==> config.mk <==
export PLATFORM = sky130hd
export DESIGN_NAME = irq_chain_ctrl
export DESIGN_NICKNAME = d
export VERILOG_FILES = /design/src/rtl/ic_pkg.sv /design/src/rtl/ic_bus_decode.sv /design/src/rtl/ic_prio_walk.sv /design/src/rtl/irq_chain_ctrl.sv
export SDC_FILE = /design/constraint.sdc
export NUM_CORES = 1
export LEC_CHECK = 0
export BUFFER_PORTS_ARGS = -buffer_cell sky130_fd_sc_hd__buf_4
export CAP_MARGIN = 0
export CORE_MARGIN = 10
export CORE_UTILIZATION = 57
export DETAILED_ROUTE_END_ITERATION = 10
export HOLD_SLACK_MARGIN = 0.08
export PLACE_DENSITY = 0.85
export SLEW_MARGIN = 5
export SYNTH_ARGS = -nofsm -noshare
export SYNTH_HDL_FRONTEND = slang
export SYNTH_SLANG_ARGS = --single-unit
export TNS_END_PERCENT = 10
==> constraint.sdc <==
create_clock -name clk -period 4.6 [get_ports clk]
set_clock_uncertainty 0.05 [all_clocks]
set_input_delay 0 -clock clk [delete_from_list [all_inputs] [get_ports clk]]
set_output_delay 0 -clock clk [all_outputs]
set_load 0.03 [all_outputs]
==> src/rtl/ic_pkg.sv <==
// Shared constants, types and the rank-order decoder for the
// interrupt chain controller. Assumes exactly three internal sources.
package ic_pkg;
    localparam int N_SRC   = 3;
    localparam int ORDER_W = 3;
    localparam int IDX_W   = 2;
    localparam logic [7:0] OP_PREFIX = 8'hED;
    localparam logic [7:0] OP_RETURN = 8'h4D;

    typedef logic [IDX_W-1:0] src_idx_t;

    // Source index placed at a given rank (0 = highest) by an order code.
    function automatic src_idx_t rank_src(input logic [ORDER_W-1:0] code, input int rank);
        logic [ORDER_W-1:0] c;
        src_idx_t first, lo, hi;
        c     = (code > 3'd5) ? 3'd0 : code;
        first = src_idx_t'(c >> 1);
        lo    = (first == 2'd0) ? 2'd1 : 2'd0;
        hi    = (first == 2'd2) ? 2'd1 : 2'd2;
        case (rank)
            0:       return first;
            1:       return c[0] ? hi : lo;
            default: return c[0] ? lo : hi;
        endcase
    endfunction
endpackage

==> src/rtl/ic_bus_decode.sv <==
// Samples the CPU bus strobes once per clock and decodes acknowledge
// cycles, opcode-fetch completion, and command register access.
// Assumes strobes are synchronous to clk and held at least two clocks.
module ic_bus_decode
    import ic_pkg::*;
#(
    parameter int ADDR_W   = 4,
    parameter int DATA_W   = 8,
    parameter int CMD_ADDR = 14
) (
    input  logic               clk,
    input  logic               rst_n,
    input  logic               cs_n,
    input  logic               iorq_n,
    input  logic               rd_n,
    input  logic               m1_n,
    input  logic [ADDR_W-1:0]  addr,
    input  logic [DATA_W-1:0]  din,
    input  logic               iei,
    output logic               ack_start,
    output logic               in_ack,
    output logic               fetch_done,
    output logic [DATA_W-1:0]  op_byte,
    output logic               wr_cmd,
    output logic               rd_cmd,
    output logic [ORDER_W-1:0] cmd_data,
    output logic               m1_low,
    output logic               iei_s
);
    logic s_cs, s_iorq, s_rd, s_m1;
    logic [ADDR_W-1:0] s_addr;
    logic [DATA_W-1:0] s_din, op_q;
    logic ack_d, fetch_d, ack_now, fetch_now, io_sel;

    // Register every bus input once so all decoding sees one clean sample.
    always_ff @(posedge clk) begin
        if (!rst_n) begin
            s_cs <= 1'b1; s_iorq <= 1'b1; s_rd <= 1'b1; s_m1 <= 1'b1;
            s_addr <= '0; s_din <= '0; iei_s <= 1'b0;
        end else begin
            s_cs <= cs_n; s_iorq <= iorq_n; s_rd <= rd_n; s_m1 <= m1_n;
            s_addr <= addr; s_din <= din; iei_s <= iei;
        end
    end

    assign ack_now   = !s_m1 && !s_iorq;
    assign fetch_now = !s_m1 && !s_rd && s_iorq;

    // Previous-cycle cycle types for edge detection; capture the fetched byte.
    always_ff @(posedge clk) begin
        if (!rst_n) begin
            ack_d <= 1'b0; fetch_d <= 1'b0; op_q <= '0;
        end else begin
            ack_d   <= ack_now;
            fetch_d <= fetch_now;
            if (fetch_now) op_q <= s_din;
        end
    end

    assign io_sel     = !s_cs && !s_iorq && s_m1 && (s_addr == ADDR_W'(CMD_ADDR));
    assign ack_start  = ack_now && !ack_d;
    assign in_ack     = ack_now;
    assign fetch_done = fetch_d && !fetch_now;
    assign op_byte    = op_q;
    assign wr_cmd     = io_sel && s_rd;
    assign rd_cmd     = io_sel && !s_rd;
    assign cmd_data   = s_din[ORDER_W-1:0];
    assign m1_low     = !s_m1;
endmodule

==> src/rtl/ic_prio_walk.sv <==
// Walks the three sources in the programmed rank order. Reports the
// pending source that may be served next and the highest-ranked source
// in service. Purely combinational.
module ic_prio_walk
    import ic_pkg::*;
(
    input  logic [ORDER_W-1:0] order,
    input  logic [N_SRC-1:0]   pend,
    input  logic [N_SRC-1:0]   ius,
    output logic               win_valid,
    output src_idx_t           win_idx,
    output logic               top_valid,
    output src_idx_t           top_idx
);
    logic     blocked, seen_ius;
    src_idx_t s;

    // Rank walk: an in-service source blocks itself and everything below.
    always_comb begin
        blocked   = 1'b0;
        seen_ius  = 1'b0;
        win_valid = 1'b0;
        win_idx   = '0;
        top_valid = 1'b0;
        top_idx   = '0;
        s         = '0;
        for (int r = 0; r < N_SRC; r++) begin
            s = rank_src(order, r);
            if (!blocked) begin
                if (ius[s]) begin
                    blocked = 1'b1;
                end else if (pend[s]) begin
                    blocked   = 1'b1;
                    win_valid = 1'b1;
                    win_idx   = s;
                end
            end
            if (!seen_ius && ius[s]) begin
                seen_ius  = 1'b1;
                top_valid = 1'b1;
                top_idx   = s;
            end
        end
    end
endmodule

==> src/rtl/irq_chain_ctrl.sv <==
// Interrupt priority daisy chain controller for three internal sources.
// Holds pending and in-service state, the rank-order command register,
// the chain enable output and the vector mux. Assumes bus strobes are
// synchronous to clk; reset is synchronous and active low.
module irq_chain_ctrl
    import ic_pkg::*;
#(
    parameter int DATA_W   = 8,
    parameter int ADDR_W   = 4,
    parameter int CMD_ADDR = 14
) (
    input  logic                    clk,
    input  logic                    rst_n,
    input  logic                    cs_n,
    input  logic                    iorq_n,
    input  logic                    rd_n,
    input  logic                    m1_n,
    input  logic [ADDR_W-1:0]       addr,
    input  logic [DATA_W-1:0]       din,
    output logic [DATA_W-1:0]       dout,
    output logic                    dout_en,
    input  logic [N_SRC-1:0]        src_req,
    input  logic [N_SRC*DATA_W-1:0] src_vec,
    output logic [N_SRC-1:0]        src_ack,
    input  logic                    iei,
    output logic                    ieo,
    output logic                    int_n
);
    logic ack_start, in_ack, fetch_done, wr_cmd, rd_cmd, m1_low, iei_s;
    logic [DATA_W-1:0]  op_byte, win_vec;
    logic [ORDER_W-1:0] cmd_data, order_q;
    logic [N_SRC-1:0]   pend_q, pend_eff, ius, src_ack_q;
    logic active, ed_seen, win_valid_q, take, ret_clr, drive_vec;
    logic win_valid, top_valid;
    src_idx_t win_idx, top_idx, win_q;

    ic_bus_decode #(.ADDR_W(ADDR_W), .DATA_W(DATA_W), .CMD_ADDR(CMD_ADDR)) u_dec (
        .clk(clk), .rst_n(rst_n), .cs_n(cs_n), .iorq_n(iorq_n), .rd_n(rd_n),
        .m1_n(m1_n), .addr(addr), .din(din), .iei(iei),
        .ack_start(ack_start), .in_ack(in_ack), .fetch_done(fetch_done),
        .op_byte(op_byte), .wr_cmd(wr_cmd), .rd_cmd(rd_cmd),
        .cmd_data(cmd_data), .m1_low(m1_low), .iei_s(iei_s)
    );

    ic_prio_walk u_walk (
        .order(order_q), .pend(pend_eff), .ius(ius),
        .win_valid(win_valid), .win_idx(win_idx),
        .top_valid(top_valid), .top_idx(top_idx)
    );

    assign pend_eff = active ? pend_q : '0;
    assign take     = ack_start && win_valid && iei_s;
    assign ret_clr  = fetch_done && (op_byte == OP_RETURN) && ed_seen && iei_s && top_valid;

    // Leave the dormant state once a machine-cycle strobe has been seen.
    always_ff @(posedge clk) begin
        if (!rst_n) active <= 1'b0;
        else if (m1_low) active <= 1'b1;
    end

    // Sample requests, frozen while the machine-cycle strobe is low.
    always_ff @(posedge clk) begin
        if (!rst_n) pend_q <= '0;
        else if (m1_n) pend_q <= src_req;
    end

    // Command register: rank order, written only when active.
    always_ff @(posedge clk) begin
        if (!rst_n) order_q <= '0;
        else if (wr_cmd && active) order_q <= cmd_data;
    end

    // Acknowledge capture: latch the winner and pulse its acknowledge.
    always_ff @(posedge clk) begin
        if (!rst_n) begin
            win_valid_q <= 1'b0; win_q <= '0; src_ack_q <= '0;
        end else begin
            src_ack_q <= '0;
            if (take) begin
                win_valid_q <= 1'b1;
                win_q       <= win_idx;
                src_ack_q   <= N_SRC'(1) << win_idx;
            end else if (!in_ack) begin
                win_valid_q <= 1'b0;
            end
        end
    end

    // In-service flags: set on acknowledge, cleared by the return sequence.
    always_ff @(posedge clk) begin
        if (!rst_n) ius <= '0;
        else begin
            if (take)    ius[win_idx] <= 1'b1;
            if (ret_clr) ius[top_idx] <= 1'b0;
        end
    end

    // Track whether the last completed opcode fetch was the prefix byte.
    always_ff @(posedge clk) begin
        if (!rst_n) ed_seen <= 1'b0;
        else if (fetch_done) ed_seen <= (op_byte == OP_PREFIX);
    end

    // Vector mux and bus drive.
    always_comb begin
        win_vec   = src_vec[int'(win_q)*DATA_W +: DATA_W];
        drive_vec = in_ack && win_valid_q;
        dout_en   = !iorq_n && (drive_vec || rd_cmd);
        if (!dout_en)       dout = '0;
        else if (drive_vec) dout = win_vec;
        else                dout = {{(DATA_W-ORDER_W){1'b0}}, order_q};
    end

    assign src_ack = src_ack_q;
    assign ieo     = iei && !(|ius) && (ed_seen || !(|pend_eff));
    assign int_n   = !(iei && win_valid);
endmodule

======== Word level (Yosys, flattened, before mapping) ========
Cells that the tools add are included.
operators by class
  $lt $le $gt $ge ......................... 8
  equality and inequality tests ........... 5
  shifts and indexed selects .............. 2
  multiplexer cells ....................... 55
  bitwise gates (word level) .............. 3
  reductions and logical operators ........ 44
operators with widths
  operator                                                                              number
  2-bit 2-to-1 mux                                                                      14
  1-bit logical AND                                                                     26
  1-bit 2-to-1 mux                                                                      26
  24-bit by 6-bit indexed part select with 8-bit output                                 1
  8-bit 2-to-1 mux                                                                      2
  2-bit by 3-bit less-than comparator with 1-bit output (second input constant)         5
  3-bit 2-to-1 mux                                                                      5
  1-bit binary-select mux with 2-bit select                                             6
  1-bit zero test                                                                       12
  8-bit by 7-bit equality test with 1-bit output (second input constant)                1
  8-bit equality test (second input constant)                                           1
  3-bit OR reduction                                                                    2
  1-bit demux with 2-bit select                                                         2
  4-bit equality test (second input constant)                                           1
  2-bit by 1-bit greater-or-equal comparator with 1-bit output (second input constant)  2
  3-bit AND                                                                             1
  3-bit greater-than comparator (second input constant)                                 1
  3-bit inverter                                                                        1
  3-bit bitwise OR                                                                      1
  1-bit by 2-bit left shift with 3-bit output (first input constant)                    1
  2-bit equality test (second input constant)                                           1
  2-bit zero test                                                                       1
  1-bit logical OR                                                                      2
  2-bit by 1-bit != test with 1-bit output (second input constant)                      1
  2-bit AND reduction                                                                   1
storage, ports and cells
  register bits after elaboration ......... 44
  input bits .............................. 46
  output and inout port bits .............. 14
  word-level logic and storage cells ...... 135

======== Depth between registers and ports, before layout ========
Gate-level depths: netlist of the first run.
  word-level depth ........................ 22
  gate-level depth with buffers ........... 10
  mapped depth without buffers ............ 9

======== Hierarchy ========
Synthesis of the first run repeated with hierarchy kept, for this count alone.
unflattened totals
  cells, all modules ...................... 270
  area, all modules ....................... 2361.0 um^2
modules (own cells, without submodules)
  module          times used  cells an instance  area each (um^2)  seq. area each (um^2)
  irq_chain_ctrl  1           111                1001.0            340.3
  ic_bus_decode   1           87                 900.9             540.5
  ic_prio_walk    1           72                 459.2             0.0

======== Worst setup path before layout of the first run ========
Ideal clock, no wire load.
  path kind ............................... register -> register
  start point ............................. reg order_q[1]
  end point ............................... reg ius[0]
  library setup time ...................... 70 ps
  arrival ................................. 2221 ps
  data required time ...................... 4480 ps
  setup slack ............................. 2260 ps
  cell stages (with the launch flop) ...... 10
  path buffers ............................ 0
  clock period less this slack ............ 2340 ps
  cells stage by stage .................... dfxtp_1 inv_1 ha_1 nor3b_1 a31oi_1 a31o_2 o21a_1 o211ai_2 or3b_1 a21oi_1
on the way
  longest elaborated chain between the ends .. 22
  elaborated cells between the ends (all ways) .. 69
  classes of those cells .................. order compare (5); eq/ne (1); mux (50); bitwise (3); reduce/logical (10)
RTL lines
  item                                                           RTL line                    text
  start, declared                                                irq_chain_ctrl.sv:31        logic [ORDER_W-1:0] cmd_data, order_q;
  start signal, assigned                                         irq_chain_ctrl.sv:70        else if (wr_cmd && active) order_q <= cmd_data;
  3-bit greater-than comparator                                  ic_pkg.sv:16                c = (code > 3'd5) ? 3'd0 : code;
  3-bit 2-to-1 mux *                                             ic_pkg.sv:16
  2-bit equality test / 2-bit zero test (equally long branches)  ic_pkg.sv:19, ic_pkg.sv:18
  2-bit 2-to-1 mux / 1-bit 2-to-1 mux (equally long branches)    ic_pkg.sv:19, ic_pkg.sv:18
  2-bit 2-to-1 mux                                               ic_pkg.sv:22                1: return c[0] ? hi : lo;
  1-bit binary-select mux with 2-bit select                      ic_prio_walk.sv:32          end else if (pend[s]) begin
  1-bit 2-to-1 mux (not written as such)                         ic_prio_walk.sv:32
  2-bit 2-to-1 mux                                               ic_prio_walk.sv:32
  [6 not listed]                                                 --
  1-bit logical AND (not written as such)                        irq_chain_ctrl.sv:93        if (take) ius[win_idx] <= 1'b1;
  1-bit 2-to-1 mux (not written as such)                         irq_chain_ctrl.sv:93
  1-bit demux with 2-bit select                                  irq_chain_ctrl.sv:93
  3-bit bitwise OR (no source line)                              --
  3-bit 2-to-1 mux                                               irq_chain_ctrl.sv:93
  3-bit 2-to-1 mux                                               irq_chain_ctrl.sv:91        if (!rst_n) ius <= '0;
  3-bit AND (no source line)                                     --
  3-bit 2-to-1 mux *                                             irq_chain_ctrl.sv:94        if (ret_clr) ius[top_idx] <= 1'b0;
  end signal, assigned                                           irq_chain_ctrl.sv:91
  end signal, assigned by index                                  irq_chain_ctrl.sv:93
  end signal, assigned by index                                  irq_chain_ctrl.sv:94
  end, declared                                                  irq_chain_ctrl.sv:32        logic [N_SRC-1:0] pend_q, pend_eff, ius, src_ack_q;
Every way passes the cells marked *; elsewhere a longest branch is shown, timed or not. The select of a mux whose other input is x is not followed.
A chain may end at the register's enable or synchronous reset.

======== Worst setup path in the final report of the first run ========
Ends and elaborated chain as after synthesis.

==> impl_metrics.csv, run 1 <==
group,metric,value,unit
synthesis,synth_nets,317,
timing,max_freq,340,MHz
synthesis,syn_area_per_cell,8.75,um2
synthesis,synth.distinct_cells,49,
timing,finalHoldViolations,0,
pwr,cellLeakagePower,1.29,nW
synthesis,syn_inst,266,
timing,slew-limit-headroom,49.1,%
placement,post-dp-hpwl,4840,um
setup_path,critical_path_required,4790,ps
synthesis,synth_common_cells,"44 x dfxtp_1, 32 x nor2_1, 23 x mux2i_1",
drt,top_layer_used,"met4",
setup_path,worstSetupPathType,"reg -> reg",
global_routing,antenna_found_initial,1,
timing,min_period_over_period,63.8,%
synthesis,yosysTopAreaCell,"dfxtp_1",
drt,dr.pass1.iters,5,
clocking,cts_max_path_buffers,2,
synthesis,synthMostInstantiatedCell,"dfxtp_1",
layout,num-nets-final,412,
setup_path,worstSetupStartpointType,"flip-flop",
drt,drt_iter0_markers,318,
pwr,powerDensity,247,nW/um2
drt,wl_per_cell,20.7,um
setup_path,r2r_slack,1660,ps
timing,setup_viol,0,
die,rows,23,
timing,fin_crit,2940,ps
die,die_height,83.9,um
global_routing,grt_overflow,0,
synthesis,synth_seq_cells,44,
synthesis,synth_top_area_share,37.8,%
drt,drt-total-wl,8550,um
timing,maxSlewViolCount,0,
setup_path,ff2ff_path_depth,9,
synthesis,synthArstFlopShare,0,%
drt,ant_nets,0,
timing,whs,418,ps
job,max_cap_viol_count,0,
drt,viasPerCell,6.22,
setup_path,crit_fanout,6,
timing,rsz0062_at_grt,"no",
drt,wl_met3,801,um
clocking,cts_buffers,5,
timing,fin_setup_tns,0,ps
synthesis,yosysSeqAreaShare,37.8,%
clocking,path_clk_slew,100,ps
synthesis,synth_edf_count,0,
synthesis,ys_top_cells_by_area,"dfxtp_1 38%, mux2i_1 9.9%, nor2_1 5.2%, and2_1 3.8%, a21oi_1 3.0%",
synthesis,synth_ff_type,"dfxtp_1",
setup_path,worst_setup_path_end_kind,"flip-flop",
drt,drc,0,
drt,wl_met1,3160,um
layout,drive_gt1_share,22.9,%
global_routing,first_global_vias,2752,
layout,area_growth,42.0,%
synthesis,ys_warn_count,0,
clocking,tritoncts,"built",
die,die_w,83.9,um
run_status,status,"complete, no violations",
pwr,peakVddDrop,0.231,mV
global_routing,track_usage,23.7,%
clocking,insertion_delay,300,ps
global_routing,grt_pass1_wl,13700,um
setup_path,worstPathArrival,3130,ps
clocking,post_cts_resized,0,
clocking,cts.sink_count,44,
drt,vias,2569,
die,core-area,3970,um2
clocking,post_cts_buffers,0,
die,start_util,58.6,%
timing,worst_slew_pin_slew,763,ps
die,num_io_pins,60,
clocking,cts-htree-levels,2,
drt,met2WireLength,4130,um
synthesis,netlist_area,2330,um2
placement,io_buffers,59,
min_path,hold_path_class,"in -> out",
global_routing,grt_max_degree,24,
clocking,cts-root-buf,"clkbuf_8",
min_path,whs_path_depth,4,
die,dieArea,7040,um2
placement,gp_congestion,0.912,
[cell usage in the layout, fill, tap and decap left out, types with 3 or more instances in the layout]
| cell type | synthesis | routed |
|---|---|---|
| inv_1 | 12 | 12 |
| o21ai_0 | 5 | 5 |
| dfxtp_1 | 44 | 44 |
| nor4_1 | 4 | 4 |
| nand2b_1 | 9 | 9 |
| and2_1 | 14 | 14 |
| a31oi_1 | 6 | 6 |
| a221oi_1 | 3 | 3 |
| clkbuf_8 | 0 | 5 |
| dlygate4sd3_1 | 0 | 40 |
| nand3_1 | 7 | 7 |
| o31ai_1 | 3 | 3 |
| mux2i_1 | 23 | 23 |
| nand2_1 | 17 | 17 |
| a31o_2 | 3 | 3 |
| buf_4 | 0 | 60 |
| ha_1 | 5 | 5 |
| o21a_1 | 4 | 4 |
| a21oi_1 | 14 | 14 |
| nor3_1 | 11 | 11 |
| mux2_2 | 4 | 4 |
| nor2_1 | 32 | 32 |
| a211oi_1 | 4 | 4 |
[through the flow]
step / setup WS, ps / util (%) / cells / total power [mW] / instance area [um2]
final: 1660 / 83.2 / 413 / 0.816 / 3310
after global routing: 1510 / 83.2 / 413 / 0.838 / 3310
after CTS: 1840 / 83.2 / 412 / 0.807 / 3300
after detailed placement: 1880 / 70.2 / 364 / 0.478 / 2790
after global placement: 1970 / 70.2 / 364 / 0.476 / 2790
after floorplan: 2260 / - / 266 / 0.437 / 2330
[path summary, 6_finish.rpt]
| path | start | endpoint |
|---|---|---|
| worst max register to register | order_q[1]$_SDFFE_PN0P_ | ius[0]$_SDFF_PN0_ |
| worst min-delay path | src_vec[20] | dout[4] |
| worst max-delay path | order_q[1]$_SDFFE_PN0P_ | ius[0]$_SDFF_PN0_ |
| worst min register to register | u_dec.s_din[5]$_SDFF_PN0_ | u_dec.op_byte[5]$_SDFFE_PN0P_ |
[layer usage]
| metal | up-vias | GRT usage (%) |
|---|---|---|
| met4 | 0 | 15.1 |
| met2 | 178 | 40.0 |
| li1 | 1144 | - |
| met1 | 1203 | 25.6 |
| met3 | 44 | 5.96 |
| met5 | - | 0 |
[repair_timing]
action	4_1_cts	5_1_grt
setup endpoints to repair	0	0
hold buffers	40	0
hold endpoints to repair	25	0
[final cells by class]
class	count	area, um2
fillers	218	666
clock inverters	3	46.3
multi-input cells	198	1350
well taps	50	62.6
repair buffers	100	851
diodes	1	2.50
clock buffers	5	68.8
inverters	12	45.0
flip-flops and latches	44	881
[cells by family after synthesis]
logic type,count (synthesis),synth area share (%)
adder cells (fa/ha/maj),5,2.69
buffers and inverters,24,4.24
multiplexers,28,12.8
AND/OR/NAND/NOR,109,25.4
AO/OA/AOI/OAI,56,17.1
flip-flops,44,37.8
[registers in the layout, indices dropped and copies added (netlist names)]
name	flops
u_dec.op_byte	8
u_dec.s_din	8
u_dec.s_addr	4
ius	3
order_q	3
pend_q	3
src_ack	3
win_q	2
active	1
ed_seen	1
u_dec.ack_d	1
u_dec.fetch_d	1
u_dec.iei_s	1
u_dec.s_cs	1
u_dec.s_iorq	1
u_dec.s_m1	1
u_dec.s_rd	1
win_valid_q	1
[power breakdown]
part	internal, mW	switching (mW)
combinational	0.0634	0.0383
clock	0.164	0.147
sequential	0.392	0.0117
[critical path, stage by stage (launching register included)]
cell	delay [ps]
dfxtp_1	480
inv_1	140
ha_1	300
nor3b_1	590
a31oi_1	140
a31o_2	270
o21a_1	110
o211ai_2	250
or3b_1	390
a21oi_1	160
No activity file was read; power rests on OpenSTA's default activity.
==> inputs of run 2 (changes only) <==
--- a/config.mk
+++ b/config.mk
@@ -5,13 +5,14 @@
 export SDC_FILE = /design/constraint.sdc
 export NUM_CORES = 1
 export LEC_CHECK = 0
+export ABC_AREA = 1
 export BUFFER_PORTS_ARGS = -buffer_cell sky130_fd_sc_hd__buf_4
 export CAP_MARGIN = 0
 export CORE_MARGIN = 10
-export CORE_UTILIZATION = 57
+export CORE_UTILIZATION = 53
 export DETAILED_ROUTE_END_ITERATION = 10
 export HOLD_SLACK_MARGIN = 0.08
-export PLACE_DENSITY = 0.85
+export PLACE_DENSITY = 0.8
 export SLEW_MARGIN = 5
 export SYNTH_ARGS = -nofsm -noshare
 export SYNTH_HDL_FRONTEND = slang
==> constraint.sdc (replaced) <==
create_clock -name clk -period 3 [get_ports clk]
set_clock_uncertainty 0.05 [all_clocks]
set_input_delay 0 -clock clk [delete_from_list [all_inputs] [get_ports clk]]
set_output_delay 0 -clock clk [all_outputs]
set_load 0.03 [all_outputs]
==> run 2 against run 1 <==
Against the previous run:
- cell count grew 21%
- clock power up 24%
- via count shrank 1.8%
- global-route usage decreased by 5.6 points
- cell area increased by 0.42%
- combinational power up 55%
- largest power group unchanged
==> impl_metrics.csv, run 2 <==
group,metric,value,unit
run_status,status,"complete, no violations",
synthesis,synth_top_area_share,37.8,%
synthesis,syn_area_per_cell,6.75,um2
clocking,cts_buffers,5,
timing,maxSlewViolCount,0,
setup_path,worstSetupPathType,"reg -> out",
synthesis,synthArstFlopShare,0,%
die,die_w,86.3,um
global_routing,track_usage,18.1,%
pwr,intPower,0.884,mW
timing,finalHoldViolations,0,
pwr,p_switching,0.274,mW
drt,drc,0,
pwr,switching_share,23.7,%
layout,fillCellCount,319,
drt,drt-total-wl,6780,um
die,dieArea,7440,um2
layout,antenna_cells,0,
layout,layout_common_cells,"60 x nand2_1, 59 x buf_4, 53 x inv_1",
layout,seqCellArea,881,um2
timing,worst_slew_pin_slew,510,ps
synthesis,synthMostInstantiatedCell,"nand2_1",
timing,fin_setup_tns,0,ps
timing,setup_viol,0,
die,num_io_pins,60,
timing,min_period_over_period,78.3,%
setup_path,crit_slowest_cell,"dfxtp_1",
timing,max_freq,426,MHz
synthesis,synth_seq_cells,44,
layout,area_growth,42.6,%
clocking,post_cts_resized,0,
layout,num-nets-final,497,
synthesis,synth.distinct_cells,30,
drt,ant_nets,0,
global_routing,grt_max_degree,35,
pwr,power_frac_seq,53.0,%
clocking,path_clk_slew,80,ps
pwr,cellLeakagePower,1.63,nW
layout,layout_commonest_cell,"nand2_1",
synthesis,synth_edf_count,0,
pwr,p_clk_share,33.4,%
placement,post-dp-hpwl,4730,um
synthesis,netlist_area,2330,um2
global_routing,antenna_found_initial,0,
drt,drt_iter0_markers,177,
setup_path,crit_path_max_incr_delay,440,ps
clocking,cts.sink_count,44,
layout,fin_area,3320,um2
setup_path,crit_top_cell,"nand2_1",
clocking,insertion_delay,290,ps
setup_path,cpLargestDelayFamily,"simple AND/OR/NAND/NOR gates",
clocking,cts-htree-levels,2,
placement,placed_cells,449,
synthesis,ys_warn_count,0,
setup_path,worstSetupStartpointType,"flip-flop",
die,start_util,54.2,%
pwr,peakVddDrop,0.433,mV
setup_path,worstPathArrival,2300,ps
global_routing,grt_pass1_wl,11300,um
setup_path,worst_setup_path_end_kind,"output pin",
pwr,pwr-share-comb,13.6,%
drt,vias,2522,
pwr,powerDensity,349,nW/um2
timing,slew-limit-headroom,65.9,%
job,max_cap_viol_count,0,
synthesis,ys_top_cells_by_area,"dfxtp_1 38%, nand2_1 9.7%, inv_1 8.5%, nor2_1 8.4%, nand3_1 6.9%",
die,rows,24,
synthesis,synth_ff_type,"dfxtp_1",
drt,dr.pass1.iters,4,
synthesis,synth_common_cells,"60 x nand2_1, 53 x inv_1, 52 x nor2_1",
placement,gp_congestion,0.986,
setup_path,critical_path_required,2950,ps
die,die_height,86.3,um
drt,viasPerCell,5.05,
setup_path,timing.critical_path.buf_inv,3,
drt,wl_per_cell,13.6,um
clocking,cts_max_path_buffers,2,
setup_path,crit_fanout,6,
timing,rsz0062_at_grt,"no",
clocking,tritoncts,"built",
placement,place_area,2800,um2
setup_path,path_cells,"inv_1, ha_1, inv_2, nand3_1, nand2_1, nand2_1, nand3_1, nand2_2, a21oi_2, nand2_1, nand2_1, buf_4",
placement,io_buffers,59,
global_routing,first_global_vias,2495,
synthesis,yosysTopAreaCell,"dfxtp_1",
clocking,cts-root-buf,"clkbuf_8",
layout,drive_gt1_share,20.6,%
synthesis,yosysSeqAreaShare,37.8,%
min_path,hold_path_class,"in -> out",
layout,instances_no_fill,499,
synthesis,synth_nets,396,
die,core-area,4290,um2
timing,fin_crit,2350,ps
global_routing,grt_overflow,0,
synthesis,syn_inst,345,
layout,multiInputGateArea,1200,um2
==> run 2: area by class of cell <==
| class | instances | share of cell area [%] |
|---|---|---|
| Clock buffer | 6 | 2.49 |
| Multi-Input combinational cell | 238 | 36.2 |
| Sequential cell | 44 | 26.5 |
| Inverter | 56 | 6.33 |
| Clock inverter | 2 | 0.452 |
| Tap cell | 52 | 1.96 |
| Timing Repair Buffer | 101 | 26.0 |
==> run 2: path summary, 6_finish.rpt <==
check / from / endpoint / slack [ps] / cells after the start
setup reg to reg: order_q[1]$_SDFFE_PN0P_ / ius[0]$_SDFF_PN0_ / 680 / 13
setup / recovery: order_q[1]$_SDFFE_PN0P_ / int_n / 650 / 12
hold reg to reg: u_dec.op_byte[3]$_SDFFE_PN0P_ / u_dec.op_byte[3]$_SDFFE_PN0P_ / 410 / 2
hold / removal: src_vec[22] / dout[6] / 320 / 4
==> run 2: logic make-up (layout without fill, tap and decap cells) <==
kind of cell | after synthesis | in the layout | synth area share, %
AO/OA/AOI/OAI | 59 | 59 | 14.8
adder cells (fa/ha/maj) | 5 | 5 | 2.69
buffers and inverters | 63 | 165 | 10.5
flip-flops | 44 | 44 | 37.8
AND/OR/NAND/NOR | 174 | 174 | 34.2
==> run 2: tightest hold or removal path, cell delays in order <==
cell	delay, ps
buf_4	70
a2bb2oi_1	50
nor2_1	80
buf_4	170
==> run 2: timing repair <==
| action | CTS | global route |
|---|---|---|
| endpoints found under the hold margin | 35 | 0 |
| buffers inserted | 0 | 0 |
| hold buffers | 42 | 0 |
==> run 2: per-layer routing <==
| metal | wire length [um] | share of wire (%) | track usage, % |
|---|---|---|---|
| met1 | 2770 | 41 | 19.9 |
| met2 | 3650 | 54 | 33.3 |
| met3 | 288 | 4.2 | 4.32 |
| met4 | 74 | 1.1 | 5.30 |
| met5 | 0 | 0 | 0 |
==> run 2: stage by stage <==
step / hold slack, ps / utilization, % / total power, mW / setup WS [ps]
after floorplan: 46.4 / - / 0.676 / 850
after global placement: 130 / 65.2 / 0.733 / 807
after detailed placement: 133 / 65.2 / 0.736 / 722
after CTS: 321 / 77.3 / 1.16 / 646
after global routing: 363 / 77.3 / 1.21 / 441
final: 324 / 77.3 / 1.16 / 650
==> run 2: power by group through the flow <==
stage | registers [mW] | logic, mW | clock network, mW
CTS | 0.613 | 0.152 | 0.393
global placement | 0.627 | 0.107 | 0
global route | 0.616 | 0.172 | 0.420
detailed placement | 0.627 | 0.109 | 0
finish | 0.614 | 0.158 | 0.387
floorplan | 0.624 | 0.0522 | 0
